## src/rtl/fsw_pkg.sv

```systemverilog
package fsw_pkg;
    localparam int SW_PH0  = 0;
    localparam int SW_PH1  = 1;
    localparam int SW_PH2  = 2;
    localparam int SW_STRB = 3;
    localparam int SW_EN   = 4;
    localparam int SW_DSEL = 5;
    localparam int SW_MLO  = 6;
    localparam int SW_MHI  = 7;
    localparam int NUM_SW  = 8;
    localparam int NUM_DRV = 2;

    typedef struct packed {
        logic [NUM_SW-1:0] sw;
        logic              sel;
        logic [7:0]        mode;
        logic [7:0]        rdata;
    } regs_t;
endpackage

```

## src/rtl/fsw_motor_timer.sv

```systemverilog
module fsw_motor_timer #(
    parameter int ONE_SEC_CLKS = 7000000
) (
    input  logic clk,
    input  logic rst,
    input  logic on_req,
    input  logic off_req,
    input  logic fast_off,
    output logic motor_nxt,
    output logic motor
);
    localparam int CW = $clog2(ONE_SEC_CLKS + 1);

    typedef struct packed {
        logic          on;
        logic [CW-1:0] cnt;
    } mt_t;

    mt_t r_q, r_d;

    always_comb begin
        r_d = r_q;
        if (on_req) begin
            r_d.on  = 1'b1;
            r_d.cnt = '0;
        end else if (off_req) begin
            if (fast_off) begin
                r_d.on  = 1'b0;
                r_d.cnt = '0;
            end else begin
                r_d.cnt = CW'(ONE_SEC_CLKS);
            end
        end else if (r_q.cnt != '0) begin
            r_d.cnt = r_q.cnt - 1'b1;
            if (r_q.cnt == CW'(1)) r_d.on = 1'b0;
        end
    end

    always_ff @(posedge clk) begin
        if (rst) r_q <= '0;
        else     r_q <= r_d;
    end

    assign motor_nxt = r_d.on;
    assign motor     = r_q.on;


    motor_on_chk: assert property (@(posedge clk) disable iff (rst)
        on_req |=> motor);

    fast_off_chk: assert property (@(posedge clk) disable iff (rst)
        (off_req && fast_off && !on_req) |=> !motor);

    countdown_chk: assert property (@(posedge clk) disable iff (rst)
        (r_q.cnt != '0 && !on_req && !off_req) |=> (r_q.cnt == $past(r_q.cnt) - 1'b1));
endmodule

```

## src/rtl/fsw_read_mux.sv

```systemverilog
module fsw_read_mux
    import fsw_pkg::*;
(
    input  logic [NUM_SW-1:0]  sw,
    input  logic               sel,
    input  logic               motor,
    input  logic [7:0]         mode,
    input  logic               odd,
    input  logic [7:0]         data_byte,
    input  logic [NUM_DRV-1:0] disk_in,
    input  logic [NUM_DRV-1:0] track0,
    input  logic [NUM_DRV-1:0] installed,
    output logic [7:0]         value
);
    logic       act;
    logic       sense;
    logic [7:0] status;

    always_comb begin
        act = sw[SW_DSEL];
        case ({sw[SW_PH2], sw[SW_PH1], sw[SW_PH0], sel})
            4'b0001: sense = ~disk_in[act];
            4'b0100: sense = ~motor;
            4'b0101: sense = ~track0[act];
            4'b1111: sense = ~installed[act];
            default: sense = 1'b0;
        endcase
        status = {sense, 1'b0, motor, mode[4:0]};
        if (odd) begin
            value = 8'hFF;
        end else begin
            case ({sw[SW_MHI], sw[SW_MLO], sw[SW_EN]})
                3'b000:         value = 8'hFF;
                3'b001:         value = data_byte;
                3'b010, 3'b011: value = status;
                3'b100, 3'b101: value = 8'h1F;
                default:        value = 8'hFF;
            endcase
        end
    end
endmodule

```

## src/rtl/floppy_switch_regs.sv

```systemverilog
module floppy_switch_regs
    import fsw_pkg::*;
#(
    parameter int ONE_SEC_CLKS = 7000000
) (
    input  logic       clk,
    input  logic       rst,
    input  logic       sel_n,
    input  logic       acc_valid,
    input  logic       acc_write,
    input  logic [3:0] acc_addr,
    input  logic [7:0] acc_wdata,
    output logic [7:0] acc_rdata,
    input  logic [7:0] rd_data_byte,
    input  logic [1:0] disk_in,
    input  logic [1:0] track0,
    input  logic [1:0] installed,
    output logic [7:0] switches,
    output logic [1:0] motor_en
);
    regs_t r_q, r_d;

    logic       en_hit, on_req, off_req;
    logic       motor_nxt, motor;
    logic [7:0] rd_value;

    assign en_hit  = acc_valid && (int'(acc_addr[3:1]) == SW_EN);
    assign on_req  = en_hit && acc_addr[0];
    assign off_req = en_hit && !acc_addr[0];

    fsw_motor_timer #(.ONE_SEC_CLKS(ONE_SEC_CLKS)) u_timer (
        .clk       (clk),
        .rst       (rst),
        .on_req    (on_req),
        .off_req   (off_req),
        .fast_off  (r_q.mode[2]),
        .motor_nxt (motor_nxt),
        .motor     (motor)
    );

    logic [NUM_SW-1:0] sw_next;

    always_comb begin
        sw_next = r_q.sw;
        if (acc_valid) sw_next[acc_addr[3:1]] = acc_addr[0];
    end

    fsw_read_mux u_mux (
        .sw        (sw_next),
        .sel       (r_q.sel),
        .motor     (motor_nxt),
        .mode      (r_q.mode),
        .odd       (acc_addr[0]),
        .data_byte (rd_data_byte),
        .disk_in   (disk_in),
        .track0    (track0),
        .installed (installed),
        .value     (rd_value)
    );

    always_comb begin
        r_d     = r_q;
        r_d.sw  = sw_next;
        r_d.sel = ~sel_n;
        if (acc_valid && !acc_write) r_d.rdata = rd_value;
        if (acc_valid && acc_write && sw_next[SW_MHI] && sw_next[SW_MLO] && !sw_next[SW_EN])
            r_d.mode = acc_wdata;
    end

    always_ff @(posedge clk) begin
        if (rst) begin
            r_q       <= '0;
            r_q.rdata <= 8'hFF;
        end else begin
            r_q <= r_d;
        end
    end

    assign acc_rdata = r_q.rdata;
    assign switches  = r_q.sw;

    genvar d;
    generate
        for (d = 0; d < NUM_DRV; d++) begin : g_drv
            assign motor_en[d] = motor && (r_q.sw[SW_DSEL] == d[0]);
        end
    endgenerate


    switch_follow_chk: assert property (@(posedge clk) disable iff (rst)
        acc_valid |=> (switches[$past(acc_addr[3:1])] == $past(acc_addr[0])));

    odd_read_chk: assert property (@(posedge clk) disable iff (rst)
        (acc_valid && !acc_write && acc_addr[0]) |=> (acc_rdata == 8'hFF));

    mode_hold_chk: assert property (@(posedge clk) disable iff (rst)
        !(acc_valid && acc_write) |=> $stable(r_q.mode));

    one_motor_chk: assert property (@(posedge clk) disable iff (rst)
        $onehot0(motor_en));
endmodule

```

## config.mk

```make
export PLATFORM = sky130hd
export DESIGN_NAME = floppy_switch_regs
export DESIGN_NICKNAME = d
export VERILOG_FILES = /design/src/rtl/fsw_pkg.sv /design/src/rtl/fsw_motor_timer.sv /design/src/rtl/fsw_read_mux.sv /design/src/rtl/floppy_switch_regs.sv
export SDC_FILE = /design/constraint.sdc
export NUM_CORES = 1
export LEC_CHECK = 0
export BUFFER_PORTS_ARGS = -buffer_cell sky130_fd_sc_hd__buf_2
export CORE_MARGIN = 2
export CORE_UTILIZATION = 53
export DETAILED_ROUTE_END_ITERATION = 6
export PLACE_DENSITY = 0.76
export SYNTH_ARGS = -nofsm -noshare
export SYNTH_HDL_FRONTEND = slang
export SYNTH_HIERARCHICAL = 1
export SYNTH_SLANG_ARGS = --single-unit
```

## constraint.sdc

```tcl
create_clock -name clk -period 2.69 [get_ports clk]
set_clock_uncertainty 0.1 [all_clocks]
set_input_delay 0.269 -clock clk [delete_from_list [all_inputs] [get_ports clk]]
set_output_delay 0.269 -clock clk [all_outputs]
set_load 0.05 [all_outputs]
```

==> impl.org <==
** Setup path
- Critical Setup Path Class :: flip-flop to flip-flop
- STA puts the critical path data arrival time at 2.50 ns.
- Element type at the critical path end :: flip-flop
- Worst path required time :: 2.83 ns
- Along the worst path, the maximum fanout reaches 8.
- STA classifies the critical path startpoint as a flip-flop.

** Layout
- Area occupied by multi-input gates :: ~0.0015 sq mm
- Area grow syn2layout :: 12.16%
- For this run, the post-layout net count is 353.
- FF/Latch Area :: roughly 900 sq um
- Highest-count cells in the layout ignoring fill and taps :: 46 x dfxtp_1, 45 x buf_2, 21 x nor2_1
- With fillers left out, the area of the finished cells amounts to slightly below 0.003 sq mm.
- Fill cells :: 404
- The number of antenna diodes in the final layout is 0.
- Cells with a size suffix above 1 make up 25.47% of the layout.
- Leaving out fill and tap cells, the most frequent cell in the layout is dfxtp_1.

** Floorplan
- Die span in x :: about 74 um
- The total area inside the core boundary comes to between 0.004 and 0.005 sq mm.
- Area of the die :: approximately 0.0055 sq mm
- Effective utilization at floorplan :: a little over half
- Standard-cell row count :: 25
- Io pins :: 49
- Height of the chip :: approximately 74 um

** Timing
- RSZ-0062 raised after global routing :: false
- Count of final max-slew check failures :: 0
- At the pin with the least slew margin, the transition time is between 0.8 and 0.9 ns.
- Final hold vios :: 0
- Final critical-path required period :: about 2.4 ns
- Share of the clock period used by the worst path after layout :: ~88%
- Setup violations remaining at the end of the flow were counted as 0.
- F_max :: roughly 420 MHz
- Max-slew headroom at the worst pin :: about 46%
- Setup total negative slack on the finished layout was measured at 0 ns.

** Flow run
- # Max-Cap Violations :: 0

** Clock network
- The number of hold buffers added after CTS was 0.
- The number of gates resized after CTS was 0.
- Clock-pin slew was measured on the worst setup and hold paths at ~0.090 ns.
- Counting every sink on the clock net gives between 40 and 50.
- Maximum buffer depth of the clock tree :: 2
- Post-CTS timing repair inserted 0 buffers for setup.
- CTS Root Buffer Type :: clkbuf_8
- Number of buffers created by CTS :: 5
- Latest clock arrival within the worst-skew pair :: slightly below 0.3 ns
- The H-tree generated during clock tree synthesis spans 2 levels.
- TritonCTS built the clock tree.

** Detailed routing
- In the routed layout, each cell is associated on average with a via count of 5.410.
- The detailed router finished its first iteration with between 100 and 150 violations.
- Before antenna repair, the detailed router went through 4 iterations.
- Vias :: around 2100
- The final layout contains routed wiring with a total length of just under 5 mm.
- After detailed routing, the average wire length per cell comes to 12.57 um.
- Antenna Violating Nets Remaining :: 0
- After detailed routing, the number of remaining DRC violations is 0.

** Synth
- Per-instance average area after synthesis :: around 9.2 sq um
- After technology mapping, the gate count stands at 281.
- Summing every instance area after synthesis gives 0.002592 sq mm.
- For this run, the number of Yosys warnings is 6.
- Net count after synthesis :: between 300 and 400

** Power and ir drop
- Summed over all nets, the switching power comes to 1.153 mW.
- For this design the ratio of total power to cell area is 970.8 mW/mm^2.
- Internal power comes to 1.670 mW.
- The worst-case IR drop observed on VDD is approximately 0.5 mV.
- Sequential cells burn a little over a third of the power.
- The analysis attributes to cell leakage a power of between 1 and 1.5 nW.
- The share of total power dissipated in combinational logic is 49.0%.
- Sw frac :: around two fifths
- Share of power burned in the clock network :: 15.4%

** Place
- Placer Congestion :: approximately 0.9
- The wire-length estimate of the detail-placed layout is between 3 and 4 mm.
- Cell area reported after detailed placement :: around 0.0028 sq mm
- During placement, the flow inserted port buffers numbering 45.

** Min path
- Worst min-delay path class :: input pin to flip-flop

** Global route
- The first global-routing pass estimated between 7 and 8 mm of wire.
- Total GRT Usage :: 18.13%
- Number of antenna violations at the first check in global routing :: 0
- The number of global-route vias before repair is between 1500 and 2000.
- Overflow left after global routing :: 0
- Entering global routing, the biggest net connects 33 pins.

** Status
- The run finished with clean final reports.
==> worst paths after layout <==
path	startpoint	to	slack, ns	cells past startpoint
max	u_timer/r_q[16]	acc_rdata[7]	0.33	8
min reg2reg	r_q[8]	r_q[8]	0.39	2
min	sel_n	r_q[16]	0.02	2
max reg2reg	u_timer/r_q[16]	acc_rdata[7]	0.33	8
==> state kept, by name, indices dropped and copies added (netlist names) <==
| register | count |
|---|---|
| switches | 8 |
| r_q | 6 |
| u_timer/r_q | 23 |
| acc_rdata | 8 |
| u_timer/motor | 1 |
==> area by class of cell <==
type                    instances  share of cell area (%)
multi-input cells             201                   50.69
flip-flops and latches         46                   31.67
repair buffers                 56                   10.59
well taps                      67                   2.883
clock buffers                   6                   2.840
inverters                       7                  0.9036
clock inverters                 2                  0.4303
==> worst max-delay path: stages, from the launching register on <==
cell      delay, ns
dfxtp_1        0.37
or4_4          0.59
nor2_1         0.15
nand4b_1       0.12
a31o_2         0.30
nor4_1         0.28
a41oi_1        0.07
o211ai_1       0.19
a211o_1        0.14
==> through the flow <==
stage,worst slack (ns),cells,power (mW),utilization (%),hold WS (ns)
floorplan,0.2082,281,2.076,-,0.2406
global placement,0.06214,377,2.372,59.55,0.3292
detailed placement,0.08038,377,2.376,59.55,0.3294
CTS,0.3182,385,2.826,61.56,0.01192
global route,0.1533,385,3.030,61.56,0.008919
finish,0.3275,385,2.823,61.56,0.02007
==> power by group through the flow <==
stage	sequential, mW	combinational, mW	clock, mW
after floorplan	0.982	1.09	0
after detailed placement	1.01	1.36	0
after global routing	1.03	1.52	0.480
after CTS	1.00	1.37	0.451
after global placement	1.02	1.36	0
final	1.01	1.38	0.434
==> per-layer routing <==
metal / global-route usage (%) / wire length, um / vias to the layer above
met3: 4.065 / 240 / 2
met5: 0 / 0 / -
met1: 26.99 / 2466 / 939
met2: 27.28 / 2116 / 59
li1: - / - / 1083
met4: 3.030 / 18 / 0
Power figures use the tool's default switching activity.
